File: src/rtl/mulv_pkg.sv
package mulv_pkg;

    typedef enum logic {
        MODE_UNSIGNED = 1'b0,
        MODE_SIGNED   = 1'b1
    } mul_mode_e;

    localparam int unsigned MUL_W_DEF      = 16;
    localparam int unsigned BASE_CLKS_DEF  = 38;
    localparam int unsigned EVENT_CLKS_DEF = 2;

    // Worst-case latency for a given width; sizes the cycle counter.
    function automatic int unsigned max_latency(input int unsigned w,
                                                input int unsigned base,
                                                input int unsigned per_ev);
        return base + per_ev * w;
    endfunction

endpackage

File: src/rtl/mul_cost.sv
module mul_cost
    import mulv_pkg::*;
#(
    parameter int unsigned W      = MUL_W_DEF,
    parameter int unsigned BASE   = BASE_CLKS_DEF,
    parameter int unsigned PER_EV = EVENT_CLKS_DEF,
    parameter int unsigned CW     = 7
) (
    input  mul_mode_e      mode,
    input  logic [W-1:0]   src,
    output logic [CW-1:0]  latency
);
    localparam int unsigned NW = $clog2(W + 1);

    logic [W:0]   ext;
    logic [W-1:0] ev_bits;
    logic [NW-1:0] ev_cnt;

    assign ext = {src, 1'b0};

    // One event flag per source bit; the mode picks the event rule.
    for (genvar i = 0; i < W; i++) begin : g_event
        assign ev_bits[i] = (mode == MODE_SIGNED) ? (ext[i+1] ^ ext[i]) : src[i];
    end

    always_comb begin
        ev_cnt = '0;
        for (int i = 0; i < W; i++) begin
            ev_cnt = ev_cnt + NW'(ev_bits[i]);
        end
    end

    always_comb begin
        latency = CW'(BASE + PER_EV * 32'(ev_cnt));
    end

endmodule

File: src/rtl/mul_engine.sv
module mul_engine
    import mulv_pkg::*;
#(
    parameter int unsigned W = MUL_W_DEF
) (
    input  logic           clk,
    input  logic           rst,
    input  logic           load,
    input  mul_mode_e      mode,
    input  logic [W-1:0]   mcand,
    input  logic [W-1:0]   src,
    output logic [2*W-1:0] product
);
    localparam int unsigned SW = $clog2(W + 1);

    typedef struct packed {
        logic [W:0]   acc;
        logic [W-1:0] q;
        logic         q_1;
    } eng_state_t;

    eng_state_t    st, st_nxt;
    logic [W:0]    m_ext;
    logic          sgn;
    logic [SW-1:0] steps;
    logic [W:0]    sum;
    logic          top_in;

    // One recode-and-shift step of the combined accumulator/multiplier.
    always_comb begin
        sum = st.acc;
        if (sgn) begin
            unique case ({st.q[0], st.q_1})
                2'b01:   sum = st.acc + m_ext;
                2'b10:   sum = st.acc - m_ext;
                default: sum = st.acc;
            endcase
        end else if (st.q[0]) begin
            sum = st.acc + m_ext;
        end
        top_in       = sgn ? sum[W] : 1'b0;
        st_nxt.acc   = {top_in, sum[W:1]};
        st_nxt.q     = {sum[0], st.q[W-1:1]};
        st_nxt.q_1   = st.q[0];
    end

    always_ff @(posedge clk) begin
        if (rst) begin
            st    <= '0;
            m_ext <= '0;
            sgn   <= 1'b0;
            steps <= '0;
        end else if (load) begin
            st.acc <= '0;
            st.q   <= src;
            st.q_1 <= 1'b0;
            sgn    <= (mode == MODE_SIGNED);
            m_ext  <= (mode == MODE_SIGNED) ? {mcand[W-1], mcand} : {1'b0, mcand};
            steps  <= SW'(W);
        end else if (steps != '0) begin
            st    <= st_nxt;
            steps <= steps - 1'b1;
        end
    end

    assign product = {st.acc[W-1:0], st.q};

endmodule

File: src/rtl/mul_timer.sv
module mul_timer #(
    parameter int unsigned CW = 7
) (
    input  logic          clk,
    input  logic          rst,
    input  logic          launch,
    input  logic [CW-1:0] target,
    output logic          busy,
    output logic          done,
    output logic [CW-1:0] elapsed
);
    logic [CW-1:0] cnt_inc;

    assign cnt_inc = elapsed + 1'b1;

    always_ff @(posedge clk) begin
        if (rst) begin
            busy    <= 1'b0;
            done    <= 1'b0;
            elapsed <= '0;
        end else if (launch) begin
            busy    <= 1'b1;
            done    <= 1'b0;
            elapsed <= '0;
        end else if (busy) begin
            if (done) begin
                busy <= 1'b0;
                done <= 1'b0;
            end else begin
                elapsed <= cnt_inc;
                done    <= (cnt_inc == target);
            end
        end
    end

endmodule

File: src/rtl/varlat_mul.sv
module varlat_mul
    import mulv_pkg::*;
#(
    parameter int unsigned W      = MUL_W_DEF,
    parameter int unsigned BASE   = BASE_CLKS_DEF,
    parameter int unsigned PER_EV = EVENT_CLKS_DEF,
    localparam int unsigned PW    = 2 * W,
    localparam int unsigned CW    = $clog2(max_latency(W, BASE, PER_EV) + 1)
) (
    input  logic          clk,
    input  logic          rst,
    input  logic          start,
    input  logic          signed_mode,
    input  logic [W-1:0]  multiplicand,
    input  logic [W-1:0]  source,
    output logic          busy,
    output logic          done,
    output logic [PW-1:0] product,
    output logic [CW-1:0] cycles
);
    mul_mode_e     mode_in;
    logic          launch;
    logic [CW-1:0] lat_now;
    logic [CW-1:0] lat_q;

    assign mode_in = mul_mode_e'(signed_mode);
    assign launch  = start & ~busy;

    mul_cost #(.W(W), .BASE(BASE), .PER_EV(PER_EV), .CW(CW)) u_cost (
        .mode    (mode_in),
        .src     (source),
        .latency (lat_now)
    );

    always_ff @(posedge clk) begin
        if (rst) begin
            lat_q <= '0;
        end else if (launch) begin
            lat_q <= lat_now;
        end
    end

    mul_engine #(.W(W)) u_engine (
        .clk     (clk),
        .rst     (rst),
        .load    (launch),
        .mode    (mode_in),
        .mcand   (multiplicand),
        .src     (source),
        .product (product)
    );

    mul_timer #(.CW(CW)) u_timer (
        .clk     (clk),
        .rst     (rst),
        .launch  (launch),
        .target  (lat_q),
        .busy    (busy),
        .done    (done),
        .elapsed (cycles)
    );

endmodule

File: config.mk
export PLATFORM = sky130hd
export DESIGN_NAME = varlat_mul
export DESIGN_NICKNAME = d
export VERILOG_FILES = /design/src/rtl/mulv_pkg.sv /design/src/rtl/mul_cost.sv /design/src/rtl/mul_engine.sv /design/src/rtl/mul_timer.sv /design/src/rtl/varlat_mul.sv
export SDC_FILE = /design/constraint.sdc
export NUM_CORES = 1
export LEC_CHECK = 0
export ABC_AREA = 1
export BUFFER_PORTS_ARGS = -buffer_cell sky130_fd_sc_hd__buf_2
export CELL_PAD_IN_SITES_DETAIL_PLACEMENT = 0
export CELL_PAD_IN_SITES_GLOBAL_PLACEMENT = 1
export CORE_UTILIZATION = 30
export DETAILED_ROUTE_END_ITERATION = 8
export PLACE_DENSITY = 0.61
export SYNTH_ARGS = -nofsm -noshare
export SYNTH_HDL_FRONTEND = slang
export SYNTH_SLANG_ARGS = --single-unit
File: constraint.sdc
create_clock -name clk -period 7.5 [get_ports clk]
set_input_delay 1.5 -clock clk [delete_from_list [all_inputs] [get_ports clk]]
set_output_delay 1.5 -clock clk [all_outputs]
set_load 0.1 [all_outputs]
Yosys cells after proc, flatten, opt, wreduce, memory -nomap -nowiden:

Index checks and enable logic that the tools add are counted.

* add/subtract/negate cells: 20
* equal/unequal tests: 3
* multiplexer cells: 28
* bitwise logic cells: 18
* reduce and logical (&&, ||, !) cells: 4

Operator list (count)
* 17-bit 2-to-1 mux: 5
* 5-bit by 1-bit adder with 5-bit output: 11
* 17-bit one-hot mux with 2 select lines: 1
* 1-bit 2-to-1 mux: 20
* 17-bit adder: 1
* 17-bit subtractor: 1
* 1-bit bitwise XOR: 15
* 5-bit 2-to-1 mux: 2
* 6-bit by 6-bit adder with 7-bit output, first input constant: 1
* 7-bit by 1-bit adder with 7-bit output, second input constant: 1
* 7-bit == test: 1
* 4-bit by 1-bit adder with 5-bit output: 1
* 5-bit nonzero test: 1
* 5-bit by 1-bit subtractor with 5-bit output, second input constant: 1
* 3-bit by 1-bit adder with 4-bit output: 1
* 2-bit by 1-bit adder with 3-bit output: 1
* 1-bit by 1-bit adder with 2-bit output: 1
* 2-bit by 1-bit == test with 1-bit output, second input constant: 1
* 2-bit == test, second input constant: 1
* 1-bit inverter: 2
* 2-bit AND reduction: 1
* 2-bit nonzero test: 1
* 2-bit OR reduction: 1
* 1-bit AND: 1

* register bits: 73
* bits of input ports: 36
* output and inout bits: 41
* word-level logic and storage cells: 84

Logic depth before layout (Yosys ltp):

Gate-level depths: netlist of the first run.

* word-level depth: 18
* depth in mapped cells: 21
* mapped depth without buffers: 20

By module:

Synthesis of the first run repeated with hierarchy kept, for this count alone.

* cells, all modules: 1012
* area, all modules: 6467.5 µm²

Modules (own cells, without submodules)
* mul_engine: times used 1, cells an instance 773, area each 4879.7 µm², seq. area each 1141.1 µm²
* mul_cost: times used 1, cells an instance 97, area each 705.7 µm², seq. area each 0.0 µm²
* mul_timer: times used 1, cells an instance 95, area each 568.0 µm², seq. area each 180.2 µm²
* varlat_mul: times used 1, cells an instance 47, area each 314.1 µm², seq. area each 140.1 µm²

Worst setup path before layout of the first run:

Ideal clock, no wire load.

* path kind: input to register
* start: input signed_mode
* end: register lat_q[3]
* library setup time: 0.117 ns
* data arrival time: 5.482 ns
* data required time: 7.383 ns
* setup slack: 1.900 ns
* stages: 18
* buffers on the path: 1
* cells stage by stage: clkbuf_1 > nand2_1 > xor2_1 > inv_1 > fa_1 > inv_1 > fa_1 > fa_1 > inv_1 > fa_1 > inv_1 > ha_1 > fa_1 > inv_1 > ha_1 > nor2_1 > inv_1 > a32o_1

* cells in the longest elaborated chain, start to end: 17
* elaborated cells between the ends (all ways): 31
* classes of those cells: add/sub (16); mux (15)

RTL lines
* start, declared: line varlat_mul.sv:13 `input logic signed_mode,`
* 1-bit 2-to-1 mux: line mul_cost.sv:23 `assign ev_bits[i] = (mode == MODE_SIGNED) ? (ext[i+1] ^ ext[i]) : src[i];`
* 1-bit by 1-bit adder with 2-bit output: line mul_cost.sv:29 `ev_cnt = ev_cnt + NW'(ev_bits[i]);`
* 2-bit by 1-bit adder with 3-bit output: line mul_cost.sv:29
* 3-bit by 1-bit adder with 4-bit output: line mul_cost.sv:29
* 4-bit by 1-bit adder with 5-bit output: line mul_cost.sv:29
* 5-bit by 1-bit adder with 5-bit output (10 in series): line mul_cost.sv:29
* 5-bit by 1-bit adder with 5-bit output (*): line mul_cost.sv:29
* 6-bit by 6-bit adder with 7-bit output (*): line mul_cost.sv:34 `latency = CW'(BASE + PER_EV * 32'(ev_cnt));`
* end signal, assigned: line varlat_mul.sv:39 `lat_q <= lat_now;`
* end, declared: line varlat_mul.sv:24 `logic [CW-1:0] lat_q;`

Mark *: on every way between the ends. The rest lies on a longest branch, timed or not.
A chain may end at the register's enable or synchronous reset.

Worst setup path after layout of the first run:

Ends and elaborated chain as after synthesis.

==> key figures, run 1 <==
Pwr
  • Peak supply drop: 0.126 mV
  • Static leakage: 3.35 nW
  • P per Cell Area: 399 nW/um^2

Floorplan
  • Die area: 21400 sq um
  • Initial Utilization: 0.307
  • # IOs: 77
  • Die height: 146 microns
  • Cell Rows: 52
  • Total core area: 20300 sq um
  • Die width: 146 microns

STA
  • Slew Viols, Final: 0
  • Max-slew headroom: 0.345
  • Final worst path period share: 0.734
  • Setup Viol. Count Final: 0
  • Final hold violations: 0
  • Slew @ Worst Pin: 0.982 ns
  • Fmax: 182 MHz
  • Setup TNS: 0 ns
  • RSZ-0062 raised after global routing: no
  • Clock Skew: 0.00845 ns
  • Crit path time final: 5.51 ns

Setup path
  • Crit path depth: 18
  • Crit Path Max Fanout: 13
  • Max incr delay on CP: 0.54 ns
  • Crit end category: flop
  • Crit-path slowest cell: fa_1
  • Reg2Reg Setup Slack: 3.41 ns
  • Capturing point of the worst reg2reg path: u_engine.product[31]$_SDFFE_PP0N_
  • R2R cell count: 8
  • Crit start category: primary input
  • Setup CP Type: primary input to flop
  • Worst path cell trace: buf_2 > inv_1 > o21ai_0 > o21ai_0 > fa_1 > inv_1 > fa_1 > fa_1 > inv_1 > fa_1 > inv_1 > ha_1 > fa_1 > inv_1 > ha_1 > nor2_1 > inv_1 > a32o_1
  • Worst reg2reg path startpoint: u_engine.product[0]$_SDFFE_PP0P_
  • Family with the most delay on the worst path: adder cells
  • CP Data Required Time: 7.74 ns
  • Setup crit start: signed_mode
  • Worst path bufs/invs: 7
  • Crit path arrival time: 5.75 ns
  • Cell mode on critical path: inv_1

Logic synthesis
  • Area of the mapped netlist: 6230 sq um
  • Syn Nets: 1031
  • Sequential share of the synthesized area: 0.231
  • Area share of the largest cell type after synthesis: 0.231
  • Post-synth ARST share: 0
  • Commonest cells in the netlist: nand2_1 (205), inv_1 (131), a21oi_1 (83)
  • Most frequent cell after synthesis: nand2_1
  • Top FF cell, synth: dfxtp_1
  • Area contributors post-synth: dfxtp_1 (23%), nand2_1 (12%), ha_1 (8.6%)
  • YS warnings: 0
  • Post-synth cell types: 46
  • Gate Count Post-Synth: 940
  • EDFF count, synth: 0
  • Leading area contributor after synthesis: dfxtp_1
  • Register bit total from synthesis: 72
  • Mapped Avg Cell Area: 6.63 sq um

Status
  • Run status: finished clean

Worst hold path
  • Hold depth: 2
  • Worst min path class: flop to flop
  • Min-delay src: u_engine.st[0]$_SDFFE_PP0N_
  • WHS Endpoint: u_engine.st[0]$_SDFFE_PP0N_

Finish
  • Syn-to-layout area delta: 9.48%
  • Register Area: 1440 sq um
  • Layout cells sized above 1: 0.148
  • Non-Filler Instances: 1236
  • Final net count: 1052
  • Number of fill cells: 2319
  • Antenna Cells: 0
  • Area of the multi-input gates: 3800 sq um

Global route
  • Gr ovfl total: 0
  • First-pass GRT wire length: 31500 microns
  • Initial antenna violation count: 0
  • Largest net degree at the start of global routing: 30
  • All-Layer GR Usage: 0.188
  • Vias in the first global route: 5806

Clock tree
  • CTS resizes: 0
  • Root Buffer: clkbuf_16
  • Clk buf depth: 2
  • Post-CTS setup buffer count: 0
  • Worst-path clk slew: 0.06 ns
  • CTS buffer count: 9
  • Hold-fix buffers, CTS: 0
  • CTS H-tree lvls: 3
  • Clock latency on the worst-skew pair: 0.35 ns
  • Num Clock Sinks: 72
  • CTS tree: built

Placed design
  • HPWL after DPL: 14300 microns
  • Inst Count DP: 1220
  • Gp weighted congestion: 0.828
  • Port bufs: 76

Routing
  • Routed len/inst: 15.7 microns
  • Vias: 5944
  • Antenna-violating nets left: 0
  • DRC: 0
  • First DRT Iteration DRCs: 395
  • Final WL: 19400 microns
  • DR pass1 iterations: 5
  • Vias per cell: 4.81

Run
  • Max-Cap Viols: 0
==> worst min-delay path, cell delays in order, from the launching register on <==
cell and delay (ns):
dfxtp_1 0.31, inv_1 0.07, a21oi_1 0.06
==> area by class of cell <==
class                           count  share of cell area
Clock buffer                       12              0.0376
Clock inverter                      4             0.00422
Inverter                          149              0.0820
Multi-Input combinational cell    650               0.556
Sequential cell                    72               0.211
Tap cell                          270              0.0495
Timing Repair Buffer               79              0.0591
==> cells in the final DEF (no fill, tap or decap), types with 4 or more instances in the layout <==
cell type	instances
nor2_2	8
nand4_1	4
o22ai_1	5
inv_1	131
o211ai_1	16
clkbuf_16	9
nand2_2	10
o21ai_0	68
nor3_1	4
buf_2	76
a21oi_2	5
inv_2	17
nand2_1	205
ha_1	43
nor2_1	48
a21oi_1	83
a31oi_1	8
xor2_1	29
fa_1	12
dfxtp_1	72
nand3_1	59
o21bai_1	11
==> power by group <==
group / total (W) / switching [W] / internal, W
logic: 0.00174 / 0.00126 / 0.000485
clock network: 0.000431 / 0.000188 / 0.000243
registers: 0.000553 / 0.0000946 / 0.000458
==> cells by family (layout without fill, tap and decap cells) <==
group,Yosys count,after routing,share of synthesized area
AO/OA/AOI/OAI,217,217,0.204
buffers and inverters,218,244,0.160
XOR/XNOR,32,32,0.0450
AND/OR/NAND/NOR,346,346,0.234
adder cells (fa/ha/maj),55,55,0.125
flip-flops,72,72,0.231
==> state kept, by name, indices dropped and copies added (netlist names) <==
| name | flops |
|---|---|
| u_timer.done | 1 |
| u_engine.m_ext | 17 |
| u_engine.steps | 5 |
| lat_q | 6 |
| u_engine.st | 2 |
| u_timer.elapsed | 7 |
| u_timer.busy | 1 |
| u_engine.sgn | 1 |
| u_engine.product | 32 |
==> through the flow <==
step | utilization | total power [W] | instance area, sq um | setup slack (ns) | hold slack [ns]
after CTS | 0.336 | 0.00275 | 6820 | 2.02 | 0.474
after global routing | 0.336 | 0.00298 | 6820 | 1.64 | 0.513
after detailed placement | 0.322 | 0.00230 | 6540 | 1.65 | 0.455
after floorplan | - | 0.00198 | 6230 | 1.90 | 0.428
final | 0.336 | 0.00272 | 6820 | 1.99 | 0.478
after global placement | 0.322 | 0.00231 | 6540 | 1.69 | 0.448
==> worst max path at each step <==
stage | endpoint | slack, ns
2_1_floorplan | lat_q[3]$_SDFFE_PP0P_ | 1.90
3_3_place_gp | lat_q[3]$_SDFFE_PP0P_ | 1.69
3_5_place_dp | lat_q[3]$_SDFFE_PP0P_ | 1.65
4_1_cts | lat_q[3]$_SDFFE_PP0P_ | 2.02
5_1_grt | lat_q[4]$_SDFFE_PP0P_ | 1.64
6_report | lat_q[3]$_SDFFE_PP0P_ | 1.99
==> metal layers <==
metal	share of wire	vias to the layer above	global-route usage
met5	0	-	0
met3	0.047	16	0.0356
met1	0.48	2723	0.251
met2	0.46	150	0.313
li1	-	3055	-
met4	0.012	0	0.0406
Note: power is estimated with default switching activity, not from simulation.
==> run 2, diff against run 1 <==
==> constraint.sdc (replaced) <==
create_clock -name clk -period 5.5 [get_ports clk]
set_input_delay 1.1 -clock clk [delete_from_list [all_inputs] [get_ports clk]]
set_output_delay 1.1 -clock clk [all_outputs]
set_load 0.1 [all_outputs]
==> run 2 against run 1 <==
Utilization grew 0.11 points. Die area is the same. Worst setup slack lost 1.5 ns. Global-route usage shrank 0.23 points. Routed wire length shrank 1.1%. Count of clock-buffer cells in the layout shrank 1. Register-to-register slack lost 1.0 ns.
==> key figures, run 2 (synthesized netlist as in run 1, its figures left out) <==
Clock tree
  • Clk buf depth: 2
  • Root Buffer: clkbuf_16
  • Post-CTS setup buffer count: 0
  • CTS H-tree lvls: 3
  • Worst-path clk slew: 0.07 ns
  • CTS resizes: 0
  • CTS tree: built
  • Clock latency on the worst-skew pair: 0.36 ns
  • Num Clock Sinks: 72
  • CTS buffer count: 9
  • Hold-fix buffers, CTS: 0

STA
  • Slew @ Worst Pin: 0.962 ns
  • Max-slew headroom: 0.357
  • Crit path time final: 5.03 ns
  • RSZ-0062 raised after global routing: no
  • Slew Viols, Final: 0
  • Setup TNS: 0 ns
  • Final worst path period share: 0.915
  • Fmax: 199 MHz
  • Final hold violations: 0
  • Setup Viol. Count Final: 0
  • Clock Skew: 0.00994 ns

Floorplan
  • Die width: 146 microns
  • Total core area: 20300 sq um
  • Die area: 21400 sq um
  • Initial Utilization: 0.307
  • Die height: 146 microns
  • # IOs: 77
  • Cell Rows: 52

Setup path
  • R2R cell count: 8
  • Cell mode on critical path: inv_1
  • Crit end category: flop
  • Reg2Reg Setup Slack: 2.37 ns
  • CP Data Required Time: 5.75 ns
  • Crit-path slowest cell: fa_1
  • Capturing point of the worst reg2reg path: u_engine.product[31]$_SDFFE_PP0N_
  • Worst path cell trace: buf_2 > inv_1 > o21ai_0 > o21ai_0 > fa_1 > inv_1 > fa_1 > fa_1 > inv_1 > fa_1 > inv_1 > ha_1 > fa_1 > inv_1 > ha_1 > nor2_1 > inv_1 > a32o_1
  • Crit path arrival time: 5.28 ns
  • Setup crit start: signed_mode
  • Setup CP Type: primary input to flop
  • Crit start category: primary input
  • Worst reg2reg path startpoint: u_engine.product[0]$_SDFFE_PP0P_
  • Crit Path Max Fanout: 9
  • Max incr delay on CP: 0.55 ns

Placed design
  • Gp weighted congestion: 0.850
  • HPWL after DPL: 14400 microns
  • Port bufs: 76

Finish
  • Layout cells sized above 1: 0.151
  • Number of fill cells: 2334
  • Final net count: 1054
  • Commonest cells after routing, fill and taps aside: nand2_1 (205), inv_1 (131), a21oi_1 (83)
  • Max reg flops: 32
  • Syn-to-layout area delta: 9.84%
  • Antenna Cells: 0
  • Utilization after layout: 0.337
  • Commonest non-fill, non-tap cell in the layout: nand2_1

Global route
  • Initial antenna violation count: 0
  • All-Layer GR Usage: 0.185
  • First-pass GRT wire length: 30900 microns
  • Largest net degree at the start of global routing: 30
  • Vias in the first global route: 5693
  • Gr ovfl total: 0

Pwr
  • Switching share of power: 0.565
  • Psw: 0.00211 W
  • Reg power frac: 0.200
  • Combinational share of power: 0.638
  • Peak supply drop: 0.161 mV
  • Clock network power share: 0.161
  • P per Cell Area: 545 nW/um^2
  • Static leakage: 3.36 nW
  • Cell-internal power: 0.00163 W

Status
  • Run status: finished clean

Worst hold path
  • WHS Endpoint: u_engine.steps[1]$_SDFFE_PP0N_
  • Min-delay src: u_engine.steps[1]$_SDFFE_PP0N_
  • Worst min path class: flop to flop
  • Hold depth: 2

Run
  • Max-Cap Viols: 0

Routing
  • DRC: 0
  • Vias: 5840
  • Final WL: 19200 microns
  • Routed len/inst: 15.5 microns
  • Vias per cell: 4.72
  • DR pass1 iterations: 6
  • First DRT Iteration DRCs: 292
  • Antenna-violating nets left: 0
==> run 2: changes by cell type in the layout (fill, tap and decap cells not counted), sizes merged <==
cell / before / now
buf: 79 / 81
clkbuf: 12 / 11
clkinv: 3 / 2
clkinvlp: 2 / 3
inv: 148 / 149
==> run 2: per-layer routing <==
metal,vias to the layer above,GRT usage,share of wire
met2,100,0.302,0.46
met3,19,0.0381,0.035
met4,0,0.0411,0.014
li1,3053,-,-
met5,-,0,0
met1,2668,0.251,0.50
==> run 2: metrics by stage <==
| stage | setup WS [ns] | hold WS [ns] | std cells | instance area (sq um) | total power, W |
|---|---|---|---|---|---|
| finish | 0.469 | 0.475 | 1238 | 6850 | 0.00373 |
| global route | 0.204 | 0.514 | 1238 | 6850 | 0.00407 |
| CTS | 0.478 | 0.474 | 1238 | 6850 | 0.00376 |
| detailed placement | 0.110 | 0.459 | 1222 | 6550 | 0.00314 |
| global placement | 0.159 | 0.449 | 1222 | 6550 | 0.00315 |
| floorplan | 0.300 | 0.428 | 940 | 6230 | 0.00270 |
==> run 2: layout make-up <==
type                    instances  area (sq um)  area share
multi-input cells             650          3800       0.555
flip-flops and latches         72          1440       0.211
inverters                     149           559      0.0817
repair buffers                 81           418      0.0610
well taps                     270           338      0.0494
clock buffers                  11           253      0.0369
clock inverters                 5          40.0     0.00585
==> run 2: worst max-delay path by stage <==
stage / end / slack, ns
2_1_floorplan: lat_q[3]$_SDFFE_PP0P_ / 0.30
3_3_place_gp: lat_q[3]$_SDFFE_PP0P_ / 0.16
3_5_place_dp: lat_q[3]$_SDFFE_PP0P_ / 0.11
4_1_cts: lat_q[3]$_SDFFE_PP0P_ / 0.48
5_1_grt: lat_q[4]$_SDFFE_PP0P_ / 0.20
6_report: lat_q[3]$_SDFFE_PP0P_ / 0.47
==> run 2: power by group through the flow <==
| stage | Sequential [W] | Clock [W] | Combinational [W] |
|---|---|---|---|
| after floorplan | 0.000736 | 0 | 0.00196 |
| after global placement | 0.000764 | 0 | 0.00239 |
| after detailed placement | 0.000761 | 0 | 0.00238 |
| after CTS | 0.000750 | 0.000616 | 0.00239 |
| after global routing | 0.000765 | 0.000640 | 0.00266 |
| final | 0.000748 | 0.000601 | 0.00238 |
==> run 2: critical path, delay by kind of cell <==
| family | cells | cell delay, ns |
|---|---|---|
| adders and majority gates | 7 | 2.98 |
| AOI/OAI and AO/OA | 3 | 0.53 |
| and+or+nand+nor | 1 | 0.14 |
| buffers and inverters | 7 | 0.55 |
